## src/rtl/flash_cui_pkg.sv

```systemverilog
package flash_cui_pkg;

  localparam logic [7:0] CMD_READ_ARRAY = 8'hFF;
  localparam logic [7:0] CMD_READ_ID    = 8'h90;
  localparam logic [7:0] CMD_READ_QUERY = 8'h98;
  localparam logic [7:0] CMD_READ_STAT  = 8'h70;
  localparam logic [7:0] CMD_CLR_STAT   = 8'h50;
  localparam logic [7:0] CMD_BUF_PROG   = 8'hE8;
  localparam logic [7:0] CMD_PROG_A     = 8'h40;
  localparam logic [7:0] CMD_PROG_B     = 8'h10;
  localparam logic [7:0] CMD_ERASE      = 8'h20;
  localparam logic [7:0] CMD_SUSPEND    = 8'hB0;
  localparam logic [7:0] CMD_CONFIRM    = 8'hD0;
  localparam logic [7:0] CMD_LOCK_SETUP = 8'h60;
  localparam logic [7:0] CMD_LOCK_SET   = 8'h01;

  typedef enum logic [1:0] {
    RM_ARRAY  = 2'd0,
    RM_IDENT  = 2'd1,
    RM_QUERY  = 2'd2,
    RM_STATUS = 2'd3
  } readMode_e;

  typedef enum logic [1:0] {
    OP_PROG    = 2'd0,
    OP_ERASE   = 2'd1,
    OP_LOCKSET = 2'd2,
    OP_LOCKCLR = 2'd3
  } opKind_e;

  // strobes from the command decoder to the operation engine
  typedef struct packed {
    logic    start;
    opKind_e kind;
    logic    suspend;
    logic    resume;
    logic    clrStatus;
    logic    seqErr;
  } cuiStrb_t;

endpackage

```

## src/rtl/cui_ctrl.sv

```systemverilog
module cui_ctrl
  import flash_cui_pkg::*;
#(
  parameter int BLK_W     = 3,
  parameter int BUF_WORDS = 16
) (
  input  logic             clk,
  input  logic             rstN,
  input  logic             wrEn,
  input  logic [BLK_W-1:0] wrBlk,
  input  logic [7:0]       wrData,
  input  logic             byteMode,
  input  logic             busy,
  output cuiStrb_t         strb,
  output logic [BLK_W-1:0] opBlk,
  output readMode_e        modeQ
);

  localparam int         LEFT_W   = $clog2(2 * BUF_WORDS + 1);
  localparam logic [7:0] WORD_LIM = 8'(BUF_WORDS - 1);
  localparam logic [7:0] BYTE_LIM = 8'(2 * BUF_WORDS - 1);

  typedef enum logic [2:0] {
    ST_CMD, ST_PROG_SU, ST_ERASE_SU, ST_LOCK_SU, ST_BUF_CNT, ST_BUF_DAT, ST_BUF_CONF
  } ctrlSt_e;

  ctrlSt_e           state, nextState;
  readMode_e         nextMode;
  logic [LEFT_W-1:0] bufLeft, nextLeft;
  logic [BLK_W-1:0]  bufBlk, nextBlk;
  logic [7:0]        cntLim;

  assign cntLim = byteMode ? BYTE_LIM : WORD_LIM;

  always_comb begin
    strb      = '0;
    opBlk     = wrBlk;
    nextState = state;
    nextMode  = modeQ;
    nextLeft  = bufLeft;
    nextBlk   = bufBlk;
    if (wrEn) begin
      if (busy) begin
        if (wrData == CMD_SUSPEND) begin
          strb.suspend = 1'b1;
          nextMode     = RM_STATUS;
        end else if (wrData == CMD_READ_STAT) begin
          nextMode = RM_STATUS;
        end
      end else begin
        unique case (state)
          ST_CMD: begin
            case (wrData)
              CMD_READ_ARRAY: nextMode = RM_ARRAY;
              CMD_READ_ID:    nextMode = RM_IDENT;
              CMD_READ_QUERY: nextMode = RM_QUERY;
              CMD_READ_STAT:  nextMode = RM_STATUS;
              CMD_CLR_STAT:   strb.clrStatus = 1'b1;
              CMD_PROG_A, CMD_PROG_B: nextState = ST_PROG_SU;
              CMD_ERASE:      nextState = ST_ERASE_SU;
              CMD_LOCK_SETUP: nextState = ST_LOCK_SU;
              CMD_BUF_PROG: begin
                nextState = ST_BUF_CNT;
                nextBlk   = wrBlk;
              end
              CMD_CONFIRM: begin
                strb.resume = 1'b1;
                nextMode    = RM_STATUS;
              end
              default: ;
            endcase
          end
          ST_PROG_SU: begin
            strb.start = 1'b1;
            strb.kind  = OP_PROG;
            nextState  = ST_CMD;
            nextMode   = RM_STATUS;
          end
          ST_ERASE_SU: begin
            if (wrData == CMD_CONFIRM) begin
              strb.start = 1'b1;
              strb.kind  = OP_ERASE;
            end else begin
              strb.seqErr = 1'b1;
            end
            nextState = ST_CMD;
            nextMode  = RM_STATUS;
          end
          ST_LOCK_SU: begin
            if (wrData == CMD_LOCK_SET) begin
              strb.start = 1'b1;
              strb.kind  = OP_LOCKSET;
            end else if (wrData == CMD_CONFIRM) begin
              strb.start = 1'b1;
              strb.kind  = OP_LOCKCLR;
            end else begin
              strb.seqErr = 1'b1;
            end
            nextState = ST_CMD;
            nextMode  = RM_STATUS;
          end
          ST_BUF_CNT: begin
            if (wrData > cntLim) begin
              strb.seqErr = 1'b1;
              nextState   = ST_CMD;
              nextMode    = RM_STATUS;
            end else begin
              nextLeft  = LEFT_W'(wrData) + 1'b1;
              nextState = ST_BUF_DAT;
            end
          end
          ST_BUF_DAT: begin
            nextLeft = bufLeft - 1'b1;
            if (bufLeft == LEFT_W'(1)) nextState = ST_BUF_CONF;
          end
          ST_BUF_CONF: begin
            opBlk = bufBlk;
            if (wrData == CMD_CONFIRM) begin
              strb.start = 1'b1;
              strb.kind  = OP_PROG;
            end else begin
              strb.seqErr = 1'b1;
            end
            nextState = ST_CMD;
            nextMode  = RM_STATUS;
          end
          default: nextState = ST_CMD;
        endcase
      end
    end
  end

  always_ff @(posedge clk) begin
    if (!rstN) begin
      state   <= ST_CMD;
      modeQ   <= RM_ARRAY;
      bufLeft <= '0;
      bufBlk  <= '0;
    end else begin
      state   <= nextState;
      modeQ   <= nextMode;
      bufLeft <= nextLeft;
      bufBlk  <= nextBlk;
    end
  end

  // writes during a running operation leave decoder state and mode alone
  a_r10_busy_write_ignored: assert property (@(posedge clk) disable iff (!rstN)
    busy && wrEn && wrData != CMD_SUSPEND && wrData != CMD_READ_STAT
    |=> $stable(state) && $stable(modeQ));

  // the data countdown stays inside the legal range
  a_r5_buf_left_range: assert property (@(posedge clk) disable iff (!rstN)
    state == ST_BUF_DAT |-> bufLeft != '0 && bufLeft <= LEFT_W'(2 * BUF_WORDS));

endmodule

```

## src/rtl/cui_dp.sv

```systemverilog
module cui_dp
  import flash_cui_pkg::*;
#(
  parameter int NUM_BLK   = 8,
  parameter int BLK_W     = 3,
  parameter int PROG_CYC  = 4,
  parameter int ERASE_CYC = 12,
  parameter int LOCK_CYC  = 3
) (
  input  logic             clk,
  input  logic             rstN,
  input  cuiStrb_t         strb,
  input  logic [BLK_W-1:0] opBlk,
  input  logic             vpenOk,
  output logic             busy,
  output logic [7:0]       statusByte
);

  localparam int MAX_CYC = (ERASE_CYC > PROG_CYC)
                         ? ((ERASE_CYC > LOCK_CYC) ? ERASE_CYC : LOCK_CYC)
                         : ((PROG_CYC > LOCK_CYC) ? PROG_CYC : LOCK_CYC);
  localparam int CYC_W   = $clog2(MAX_CYC + 1);

  opKind_e              kind;
  logic [CYC_W-1:0]     cnt, eraseSave;
  logic                 eraseSusp, progSusp;
  logic                 errErase, errProg, errVpen, errLock;
  logic [NUM_BLK-1:0]   locks;
  logic [BLK_W-1:0]     lockTgt;
  logic                 startOk, eraseLike, lockHit;

  function automatic logic [CYC_W-1:0] cycFor(opKind_e k);
    case (k)
      OP_PROG:  return CYC_W'(PROG_CYC - 1);
      OP_ERASE: return CYC_W'(ERASE_CYC - 1);
      default:  return CYC_W'(LOCK_CYC - 1);
    endcase
  endfunction

  // a start is taken only when nothing conflicting is parked
  assign startOk   = strb.start && !progSusp && (!eraseSusp || strb.kind == OP_PROG);
  assign eraseLike = (strb.kind == OP_ERASE) || (strb.kind == OP_LOCKCLR);
  assign lockHit   = ((strb.kind == OP_PROG) || (strb.kind == OP_ERASE)) && locks[opBlk];

  always_ff @(posedge clk) begin
    if (!rstN) begin
      busy      <= 1'b0;
      kind      <= OP_PROG;
      cnt       <= '0;
      eraseSave <= '0;
      eraseSusp <= 1'b0;
      progSusp  <= 1'b0;
      errErase  <= 1'b0;
      errProg   <= 1'b0;
      errVpen   <= 1'b0;
      errLock   <= 1'b0;
      locks     <= '0;
      lockTgt   <= '0;
    end else begin
      if (strb.clrStatus) begin
        errErase <= 1'b0;
        errProg  <= 1'b0;
        errVpen  <= 1'b0;
        errLock  <= 1'b0;
      end
      if (strb.seqErr) begin
        errErase <= 1'b1;
        errProg  <= 1'b1;
      end
      if (busy) begin
        if (cnt == '0) begin
          busy <= 1'b0;
          if (kind == OP_LOCKSET) locks[lockTgt] <= 1'b1;
          if (kind == OP_LOCKCLR) locks <= '0;
        end else if (strb.suspend && kind == OP_ERASE) begin
          eraseSave <= cnt - 1'b1;
          eraseSusp <= 1'b1;
          busy      <= 1'b0;
        end else if (strb.suspend && kind == OP_PROG && !eraseSusp) begin
          cnt      <= cnt - 1'b1;
          progSusp <= 1'b1;
          busy     <= 1'b0;
        end else begin
          cnt <= cnt - 1'b1;
        end
      end else if (strb.resume && progSusp) begin
        busy     <= 1'b1;
        progSusp <= 1'b0;
      end else if (strb.resume && eraseSusp) begin
        busy      <= 1'b1;
        kind      <= OP_ERASE;
        cnt       <= eraseSave;
        eraseSusp <= 1'b0;
      end else if (startOk) begin
        if (!vpenOk) begin
          errVpen <= 1'b1;
          if (eraseLike) errErase <= 1'b1;
          else           errProg  <= 1'b1;
        end else if (lockHit) begin
          errLock <= 1'b1;
          if (eraseLike) errErase <= 1'b1;
          else           errProg  <= 1'b1;
        end else begin
          busy    <= 1'b1;
          kind    <= strb.kind;
          cnt     <= cycFor(strb.kind);
          lockTgt <= opBlk;
        end
      end
    end
  end

  assign statusByte = {~busy, eraseSusp, errErase, errProg, errVpen, progSusp, errLock, 1'b0};

  // only one suspension can be parked at a time
  a_r11_single_suspend: assert property (@(posedge clk) disable iff (!rstN)
    !(eraseSusp && progSusp));

  // an erase suspend frees the engine on the next cycle
  a_r11_suspend_frees: assert property (@(posedge clk) disable iff (!rstN)
    busy && kind == OP_ERASE && cnt != '0 && strb.suspend |=> !busy && eraseSusp);

  // error flags hold until cleared
  a_r9_prog_err_sticky: assert property (@(posedge clk) disable iff (!rstN)
    errProg && !strb.clrStatus |=> errProg);
  a_r9_erase_err_sticky: assert property (@(posedge clk) disable iff (!rstN)
    errErase && !strb.clrStatus |=> errErase);

  // a program aimed at a locked block never raises busy
  a_r7_locked_no_busy: assert property (@(posedge clk) disable iff (!rstN)
    !busy && !progSusp && !strb.resume && strb.start && strb.kind == OP_PROG
    && locks[opBlk] |=> !busy);

endmodule

```

## src/rtl/flash_cmd_if.sv

```systemverilog
module flash_cmd_if
  import flash_cui_pkg::*;
#(
  parameter int NUM_BLK   = 8,
  parameter int BUF_WORDS = 16,
  parameter int PROG_CYC  = 4,
  parameter int ERASE_CYC = 12,
  parameter int LOCK_CYC  = 3,
  localparam int BLK_W    = $clog2(NUM_BLK)
) (
  input  logic             clk,
  input  logic             rstN,
  input  logic             wrEn,
  input  logic [BLK_W-1:0] wrBlk,
  input  logic [7:0]       wrData,
  input  logic             byteMode,
  input  logic             vpenOk,
  output logic [1:0]       readMode,
  output logic [7:0]       statusByte,
  output logic             ready
);

  cuiStrb_t         strb;
  logic [BLK_W-1:0] opBlk;
  logic             busy;
  readMode_e        modeQ;

  cui_ctrl #(.BLK_W(BLK_W), .BUF_WORDS(BUF_WORDS)) uCtrl (
    .clk(clk), .rstN(rstN), .wrEn(wrEn), .wrBlk(wrBlk), .wrData(wrData),
    .byteMode(byteMode), .busy(busy), .strb(strb), .opBlk(opBlk), .modeQ(modeQ)
  );

  cui_dp #(.NUM_BLK(NUM_BLK), .BLK_W(BLK_W), .PROG_CYC(PROG_CYC),
           .ERASE_CYC(ERASE_CYC), .LOCK_CYC(LOCK_CYC)) uDp (
    .clk(clk), .rstN(rstN), .strb(strb), .opBlk(opBlk), .vpenOk(vpenOk),
    .busy(busy), .statusByte(statusByte)
  );

  assign readMode = busy ? RM_STATUS : modeQ;
  assign ready    = ~busy;

endmodule

```

## config.mk

```make
export PLATFORM = sky130hd
export DESIGN_NAME = flash_cmd_if
export DESIGN_NICKNAME = d
export VERILOG_FILES = /design/src/rtl/flash_cui_pkg.sv /design/src/rtl/cui_ctrl.sv /design/src/rtl/cui_dp.sv /design/src/rtl/flash_cmd_if.sv
export SDC_FILE = /design/constraint.sdc
export NUM_CORES = 1
export LEC_CHECK = 0
export ABC_AREA = 1
export CORE_MARGIN = 4
export CORE_UTILIZATION = 34
export DETAILED_ROUTE_END_ITERATION = 6
export DONT_BUFFER_PORTS = 1
export HOLD_SLACK_MARGIN = 0.05
export PLACE_DENSITY_LB_ADDON = 0.08
export SYNTH_ARGS = -nofsm -noshare
export SYNTH_HDL_FRONTEND = slang
export SYNTH_HIERARCHICAL = 1
export SYNTH_SLANG_ARGS = --single-unit
```

## constraint.sdc

```tcl
create_clock -name clk -period 6.7 [get_ports clk]
set_input_delay 1.34 -clock clk [delete_from_list [all_inputs] [get_ports clk]]
set_output_delay 1.34 -clock clk [all_outputs]
set_load 0.005 [all_outputs]
```

==> impl_metrics.ini, run 1 <==
[status]
outcome = finished clean

[critical_path]
ff2ff_path_depth = 12
cp.required_ns = 6.94
crit_path_max_incr_delay_ns = 0.50
rrSetupSlack_ns = 4.03
crit_path_start_kind = input pin
cp-startpoint = wrData[1]
crit-reg2reg-launch = uDp/busy
cp-end-kind = flop
arrival_ns = 3.57
endpoint = uDp/cnt[3]
r2r-end = uDp/lockTgt[0]
cp_slowest_cell = nor3_1
cp_common_cell = inv_1
crit_type = input pin to flop
critical_path_peak_fanout = 8
cp_cell_sequence = inv_1 > ha_1 > inv_1 > nor2_4 > nand2_2 > inv_1 > nand4_1 > nor3_1 > inv_1 > nor4_1 > a21oi_1 > o21ai_0 > inv_1 > nand2_1 > nand2_1 > nor2_2

[sta]
fmax_mhz = 300
fin_skew_ns = 0.00613
rsz0062_at_grt = no
period_minus_slack_ns = 3.34
finalCritPeriodShare_pct = 49.8
finalSetupViolCount = 0
tns_ns = 0
report.final.slew_viol_count = 0
worst_pin_slew_ns = 0.634
hold_violations = 0
relSlewSlack_pct = 57.3

[yosys]
async_flop_share_pct = 0
synth_flop_cell = dfxtp_1
syn_nets = 464
synth-seq-area-share_pct = 29.0
synth_edf_count = 0
syn-instance-count = 440
syn-cell-area_um2 = 2900
synth_seq_cells = 42
ys_warn_count = 6
synth_area_per_cell_um2 = 6.60
synth.distinct_cells = 35

[route]
wl_per_cell_um = 12.5
wl_mm = 6.77
dr.pass1.iters = 4
vias = 2589
drtAntennaViolNets = 0
post_drt_via_cell_ratio = 4.78
drcViolationCount = 0
drt_iter0_drc = 127

[finish]
area_delta_synth_final_pct = 5.56
nets = 460
final_cell_mix = nand2_1, inv_1, a21oi_1
antenna_cells = 0
layout_commonest_cell = nand2_1
drive_gt1_share_pct = 15.6
finalInstanceArea_um2 = 3070

[clocking]
cts_buffers = 5
cts_tree = done
ctsHoldBuffers = 0
clk_latency_ns = 0.29
htree_levels = 2
cts_buffer_depth = 2
cts_resized = 0
root_buffer = clkbuf_8
post-cts-setup-buffer-count = 0
cts.clk_slew.worst_paths_ns = 0.08
cts_sinks = 42

[global_route]
grt_first_pass_wirelength_mm = 11.9
grt_max_degree = 26
grt_pass1_vias = 2504
grt.overflow.total = 0
track_usage_pct = 14.4
antenna_found_initial = 0

[place]
placed_cell_area_um2 = 2960
place.gp.congestion = 0.790
numPortBuffers = 0
place_hpwl_mm = 5.32

[die]
die-width_um = 100
io-pin-count = 27
placementRows = 33
dieArea_um2 = 10100
start_util_pct = 35.2
core_area_um2 = 8260
die_h_um = 100

[pwr]
swShare_pct = 23.7
power_density_nw_per_um2 = 160
p_leak_nw = 1.27
p_clk_share_pct = 41.1
p_sw_mw = 0.116
p_seq_share_pct = 51.1
comb_power_share_pct = 7.8
ir_worst_vdd_uv = 74.3
p_int_mw = 0.375

[min_path]
hold_path_class = flop to flop

[job]
drv_cap = 0
power groups by stage:
| stage | registers (mW) | clock network [mW] | logic, mW |
|---|---|---|---|
| after global routing | 0.251 | 0.221 | 0.0446 |
| after floorplan | 0.257 | 0 | 0.0344 |
| after detailed placement | 0.257 | 0 | 0.0387 |
| final | 0.251 | 0.202 | 0.0386 |
| after CTS | 0.251 | 0.210 | 0.0390 |
| after global placement | 0.257 | 0 | 0.0389 |
worst max-delay path, delay by kind of cell:
kind	cells	cell delay (ns)
compound gates	2	0.16
fa+ha+maj	1	0.17
buf+inv	5	0.42
simple gates	8	1.47
state kept, by name, summed over array words and instances (netlist names):
name / count
uDp/locks: 8
uCtrl/bufLeft: 6
uDp/cnt: 4
uDp/eraseSave: 4
uCtrl/bufBlk: 3
uCtrl/state: 3
uDp/lockTgt: 3
uCtrl/modeQ: 2
uDp/kind: 2
uDp/busy: 1
uDp/eraseSusp: 1
uDp/errErase: 1
uDp/errLock: 1
uDp/errProg: 1
uDp/errVpen: 1
uDp/progSusp: 1
Yosys cell counts, types with 2 or more instances:
master	count	area, um^2
nand2_1	84	315
inv_1	62	233
a21oi_1	46	230
dfxtp_1	42	841
nor2_1	39	146
nand3_1	27	135
o21ai_0	25	125
nor2_2	14	87.6
nand2_2	12	75.1
buf_4	10	75.1
inv_2	10	37.5
ha_1	8	100
nor3_1	8	40.0
nand3_2	7	70.1
o21ai_1	7	35.0
nor2_4	6	67.6
nand2_4	4	45.0
nand4_1	4	25.0
xor2_1	4	35.0
xnor2_1	3	26.3
nand3b_1	2	15.0
nor3_2	2	20.0
nor4_1	2	12.5
worst min path at each step:
stage,depth (start not counted),startpoint,end,slack (ns)
2_1_floorplan,2,uDp/eraseSave[2],uDp/eraseSave[2],0.42
3_3_place_gp,2,uDp/eraseSave[2],uDp/eraseSave[2],0.44
3_5_place_dp,2,uDp/eraseSave[2],uDp/eraseSave[2],0.45
4_1_cts,2,uDp/eraseSave[2],uDp/eraseSave[2],0.46
5_1_grt,2,uDp/locks[1],uDp/locks[1],0.50
6_report,2,uDp/eraseSave[2],uDp/eraseSave[2],0.46
per-layer routing:
layer  vias to the layer above  GRT usage (%)  part of all wire (%)
met5                         -              0                     0
met1                      1144           21.9                    54
met4                         0           3.73                   1.2
li1                       1389              -                     -
met3                         9           2.99                   4.4
met2                        47           20.5                    41
cell type report:
cell class | instances | area [um^2]
Fill cell | 921 | 5190
Multi-Input combinational cell | 314 | 1700
Sequential cell | 42 | 841
Inverter | 73 | 279
Tap cell | 105 | 131
Clock buffer | 6 | 72.6
Clock inverter | 2 | 37.5
logic make-up (layout without fill, tap and decap cells):
family	after synthesis	count (layout)	share of synthesized area [%]
other	1	1	0.129
buffers and inverters	84	81	12.4
flip-flops	42	42	29.0
XOR/XNOR	7	7	2.11
AND/OR/NAND/NOR	215	215	37.9
adder cells (fa/ha/maj)	8	8	3.45
AO/OA/AOI/OAI	83	83	15.1
metrics by stage:
step	power, mW	instances	hold WS [ns]	setup slack [ns]	util, %
final	0.492	542	0.458	3.36	37.1
after global routing	0.517	542	0.500	3.09	37.1
after CTS	0.501	542	0.464	3.43	37.1
after detailed placement	0.296	534	0.452	3.11	35.8
after global placement	0.296	534	0.441	3.12	35.8
after floorplan	0.291	440	0.424	3.50	-
No activity file was read; power rests on OpenSTA's default activity.
==> inputs of run 2 (changes only) <==
Settings changed: ABC_AREA 1 to 0.
Clock period 6.7 ns to 2.84 ns, I/O delays scaled along.
==> run 2 against run 1 <==
  * Non-clock buffer count grew 25
  * Clock skew is 0.0052 ns higher
  * Worst setup slack lost 3.1 ns
  * Combinational power increased by 120%
  * Critical path type is now flop to flop
==> impl_metrics.ini, run 2 <==
[yosys]
synth_area_per_cell_um2 = 8.01
ys_warn_count = 6
synth_area_leaders = dfxtp_1, nand2_1, a21oi_1
synth.distinct_cells = 65
synth_flop_cell = dfxtp_1
syn-cell-area_um2 = 2830
async_flop_share_pct = 0
netlist_top_cells_count = dfxtp_1, nand2_1, nor2_1, a21oi_1, inv_1
synth.top_cell.area_share_pct = 29.7
yosysMostFrequentCell = dfxtp_1
synth_seq_cells = 42
synth_largest_area_cell = dfxtp_1
syn-instance-count = 353
synth-seq-area-share_pct = 29.7
synth_edf_count = 0
syn_nets = 377

[finish]
final_cell_mix = dfxtp_1, nand2_1, nor2_1
regMostFlops = uDp/locks
drive_gt1_share_pct = 14.6
ff_latch_area_um2 = 841
area_delta_synth_final_pct = 9.69
fillers = 841
nets = 385
largest_reg_flops = 8
reg_top3 = uDp/locks (8), uCtrl/bufLeft (6)
multiInputGateArea_um2 = 1780
finalInstanceArea_um2 = 3100
layout_commonest_cell = dfxtp_1
antenna_cells = 0
finish.utilization_pct = 39.3

[min_path]
hp-start = rstN
worstHoldEndpoint = uDp/eraseSave[0]
hold_path_class = input pin to flop
hold_path_depth = 1

[pwr]
p_leak_nw = 1.21
power_density_nw_per_um2 = 351
p_seq_share_pct = 54.3
p_int_mw = 0.807
p_clk_share_pct = 37.7
ir_worst_vdd_uv = 178
swShare_pct = 25.9
p_sw_mw = 0.282
comb_power_share_pct = 7.9

[global_route]
grt.overflow.total = 0
grt_pass1_vias = 2459
grt_first_pass_wirelength_mm = 12.2
track_usage_pct = 15.2
grt_max_degree = 40
antenna_found_initial = 0

[die]
die-width_um = 99.2
die_h_um = 99.2
placementRows = 32
dieArea_um2 = 9840
io-pin-count = 27
core_area_um2 = 7890
start_util_pct = 35.8

[place]
placed_cell_area_um2 = 3010
numPortBuffers = 0
place.gp.congestion = 0.859
place_hpwl_mm = 5.52

[sta]
worst_pin_slew_ns = 1.26
hold_violations = 0
fin_skew_ns = 0.0114
relSlewSlack_pct = 15.4
finalCritPeriodShare_pct = 89.2
finalSetupViolCount = 0
tns_ns = 0
period_minus_slack_ns = 2.53
rsz0062_at_grt = no
fmax_mhz = 395
report.final.slew_viol_count = 0

[job]
drv_cap = 0

[clocking]
cts.clk_slew.worst_paths_ns = 0.09
cts_sinks = 42
cts_buffers = 5
cts_resized = 0
htree_levels = 2
root_buffer = clkbuf_8
cts_buffer_depth = 2
clk_latency_ns = 0.31
cts_tree = done
post-cts-setup-buffer-count = 0
ctsHoldBuffers = 0

[critical_path]
arrival_ns = 2.77
crit_path_max_incr_delay_ns = 0.44
cp_slowest_cell = mux4_2
cp.required_ns = 3.07
crit-reg2reg-launch = uDp/busy
rrSetupSlack_ns = 0.31
cp_cell_sequence = nor2b_1 > nand2_1 > nor2_1 > mux2_2 > mux4_2 > nand2b_4 > and4_2 > o22ai_2 > mux2i_1
crit_type = flop to flop
crit_path_start_kind = flop
r2r-end = uDp/cnt[3]
cp-end-kind = flop
critical_path_buf_inv_count = 0
ff2ff_path_depth = 9
critical_path_peak_fanout = 4
path_delay_family = multiplexers

[route]
wl_mm = 7.31
dr.pass1.iters = 4
drtAntennaViolNets = 0
vias = 2542
post_drt_via_cell_ratio = 5.48
drcViolationCount = 0
drt_iter0_drc = 105
wl_per_cell_um = 15.8

[status]
outcome = finished clean
## run 2: logic make-up (layout without fill, tap and decap cells)
| kind of cell | count (synthesis) | count (layout) | synth area share [%] |
|---|---|---|---|
| compound gates | 91 | 91 | 22.6 |
| xor+xnor | 8 | 8 | 2.48 |
| fa+ha+maj | 8 | 8 | 3.54 |
| buf+inv | 42 | 51 | 7.70 |
| flops | 42 | 42 | 29.7 |
| mux | 17 | 17 | 6.60 |
| other cells | 1 | 1 | 0.133 |
| simple gates | 144 | 144 | 27.2 |
## run 2: stage by stage
stage          power, mW  worst slack [ns]  cells  hold WS (ns)
5_1_grt             1.14            0.0968    464         0.367
6_report            1.09             0.305    464         0.387
3_5_place_dp       0.693            0.0562    456         0.451
3_3_place_gp       0.693            0.0941    456         0.441
4_1_cts             1.11             0.282    464         0.371
2_1_floorplan      0.691           0.00968    353         0.430
## run 2: area by class of cell
class | instances | share of cell area (%)
Multi-Input combinational cell | 269 | 57.5
Sequential cell | 42 | 27.1
Timing Repair Buffer | 25 | 6.05
Tap cell | 102 | 4.12
Clock buffer | 5 | 2.22
Inverter | 18 | 2.18
Clock inverter | 3 | 0.767
## run 2: how the worst max path moves through the flow
stage / startpoint / endpoint / slack [ns] / cells after the start
4_1_cts: uDp/busy / uDp/cnt[3] / 0.28 / 9
3_3_place_gp: wrData[1] / uDp/lockTgt[2] / 0.09 / 13
5_1_grt: uDp/busy / uDp/cnt[3] / 0.1 / 9
6_report: uDp/busy / uDp/cnt[3] / 0.31 / 9
2_1_floorplan: wrData[1] / uDp/kind[0] / 0.01 / 12
3_5_place_dp: wrEn / uDp/cnt[3] / 0.06 / 9
## run 2: layer usage
metal	GRT usage (%)	vias up	routed length (um)
li1	-	1279	-
met1	19.2	1220	3310
met2	25.2	28	3550
met3	3.23	15	238
met4	6.30	0	209
met5	0	-	0
## run 2: power by group through the flow
stage	Combinational, mW	Clock (mW)	Sequential [mW]
after floorplan	0.0853	0	0.606
final	0.0865	0.411	0.592
after CTS	0.0876	0.435	0.592
after detailed placement	0.0868	0	0.606
after global routing	0.0961	0.456	0.592
after global placement	0.0878	0	0.606
==> inputs of run 3 (changes only) <==
Clock period 2.84 ns to 2.7 ns, I/O delays scaled along.
==> run 3 against run 2 <==
  * Utilization is 0.52 points higher
  * Fmax increased by 4.2%
  * Sequential power increased by 5.2%
  * Critical path type unchanged
  * Largest cell class unchanged
  * Largest power group unchanged
==> impl_metrics.ini, run 3 (synthesis results as in run 2) <==
[global_route]
grt_max_degree = 40
grt.overflow.total = 0
grt_pass1_vias = 2512
track_usage_pct = 15.7
antenna_found_initial = 0
grt_first_pass_wirelength_mm = 12.7

[sta]
period_minus_slack_ns = 2.43
hold_violations = 0
rsz0062_at_grt = no
worst_pin_slew_ns = 1.14
fin_skew_ns = 0.00719
report.final.slew_viol_count = 0
finalSetupViolCount = 0
relSlewSlack_pct = 22.9
tns_ns = 0
finalCritPeriodShare_pct = 90.1
fmax_mhz = 411

[finish]
reg_top3 = uDp/locks (8), uCtrl/bufLeft (6)
largest_reg_flops = 8
antenna_cells = 0
nets = 386
regMostFlops = uDp/locks
layout_commonest_cell = dfxtp_1
final_cell_mix = dfxtp_1, nand2_1, nor2_1
stdcell_count = 465
area_delta_synth_final_pct = 11.2
finish.utilization_pct = 39.8
drive_gt1_share_pct = 16.5

[route]
wl_per_cell_um = 15.9
drt_iter0_drc = 143
wl_mm = 7.39
drtAntennaViolNets = 0
post_drt_via_cell_ratio = 5.45
dr.pass1.iters = 4
vias = 2535
drcViolationCount = 0

[pwr]
power_density_nw_per_um2 = 361
p_leak_nw = 1.22
p_total_mw = 1.13
ir_worst_vdd_uv = 179

[die]
die_h_um = 99.2
io-pin-count = 27
dieArea_um2 = 9840
start_util_pct = 35.8
core_area_um2 = 7890
die-width_um = 99.2
placementRows = 32

[clocking]
cts_tree = done
htree_levels = 2
clk_latency_ns = 0.30
cts.clk_slew.worst_paths_ns = 0.09
root_buffer = clkbuf_8
cts_buffer_depth = 2
post-cts-setup-buffer-count = 0
cts_resized = 0
cts_sinks = 42
cts_buffers = 5
ctsHoldBuffers = 0

[critical_path]
cp_slowest_cell = mux4_2
crit-reg2reg-launch = uDp/busy
arrival_ns = 2.66
crit_path_max_incr_delay_ns = 0.42
crit_path_start_kind = flop
cp-end-kind = flop
cp.required_ns = 2.93
cp_cell_sequence = nor2b_2 > nand2_1 > nor2_2 > mux2_2 > mux4_2 > nand2b_4 > and4_2 > o22ai_2 > mux2i_1
critical_path_peak_fanout = 4
cp-startpoint = uDp/busy
crit_type = flop to flop

[status]
outcome = finished clean

[job]
drv_cap = 0

[place]
place.gp.congestion = 0.828
dpl.cell_count = 457
numPortBuffers = 0
place_hpwl_mm = 5.55

[min_path]
hold_path_class = input pin to flop
hp-start = rstN
==> run 3: stage by stage <==
stage	hold slack, ns	worst slack [ns]	instance area [um^2]
floorplan	0.430	-0.0468	2880
global placement	0.441	0.0352	3060
detailed placement	0.447	0.00249	3060
CTS	0.354	0.235	3140
global route	0.356	0.127	3140
finish	0.365	0.268	3140
==> run 3: cell type report <==
cell class | instances | area [um^2]
clock buffer | 6 | 72.6
clock inverter | 2 | 13.8
fill | 822 | 4750
inverter | 18 | 82.6
multi-input combinational | 269 | 1810
sequential | 42 | 841
tap | 102 | 128
timing repair buffer | 26 | 195
==> run 3: worst max-delay path: cells and delay by family, from the launching register on <==
kind | cells | cell delay (ns)
compound gates | 1 | 0.28
flops | 1 | 0.33
mux | 3 | 1.01
simple gates | 5 | 0.75
==> run 3: final timing paths <==
| check | slack [ns] | depth (start not counted) | endpoint |
|---|---|---|---|
| max | 0.27 | 9 | uDp/cnt[3] |
| min reg2reg | 0.46 | 2 | uCtrl/modeQ[1] |
| min | 0.36 | 1 | uDp/eraseSusp |
| max reg2reg | 0.27 | 9 | uDp/cnt[3] |
==> run 3: metal layers <==
metal / wire length (um) / vias up / global-route usage (%)
li1: - / 1284 / -
met1: 3380 / 1201 / 20.8
met2: 3670 / 42 / 26.4
met3: 262 / 8 / 3.09
met4: 70 / 0 / 3.68
met5: 0 / - / 0
==> run 3: report_power, final <==
part	total [mW]	internal, mW	switching [mW]
clock	0.417	0.183	0.234
combinational	0.0936	0.0447	0.0489
sequential	0.623	0.621	0.00148
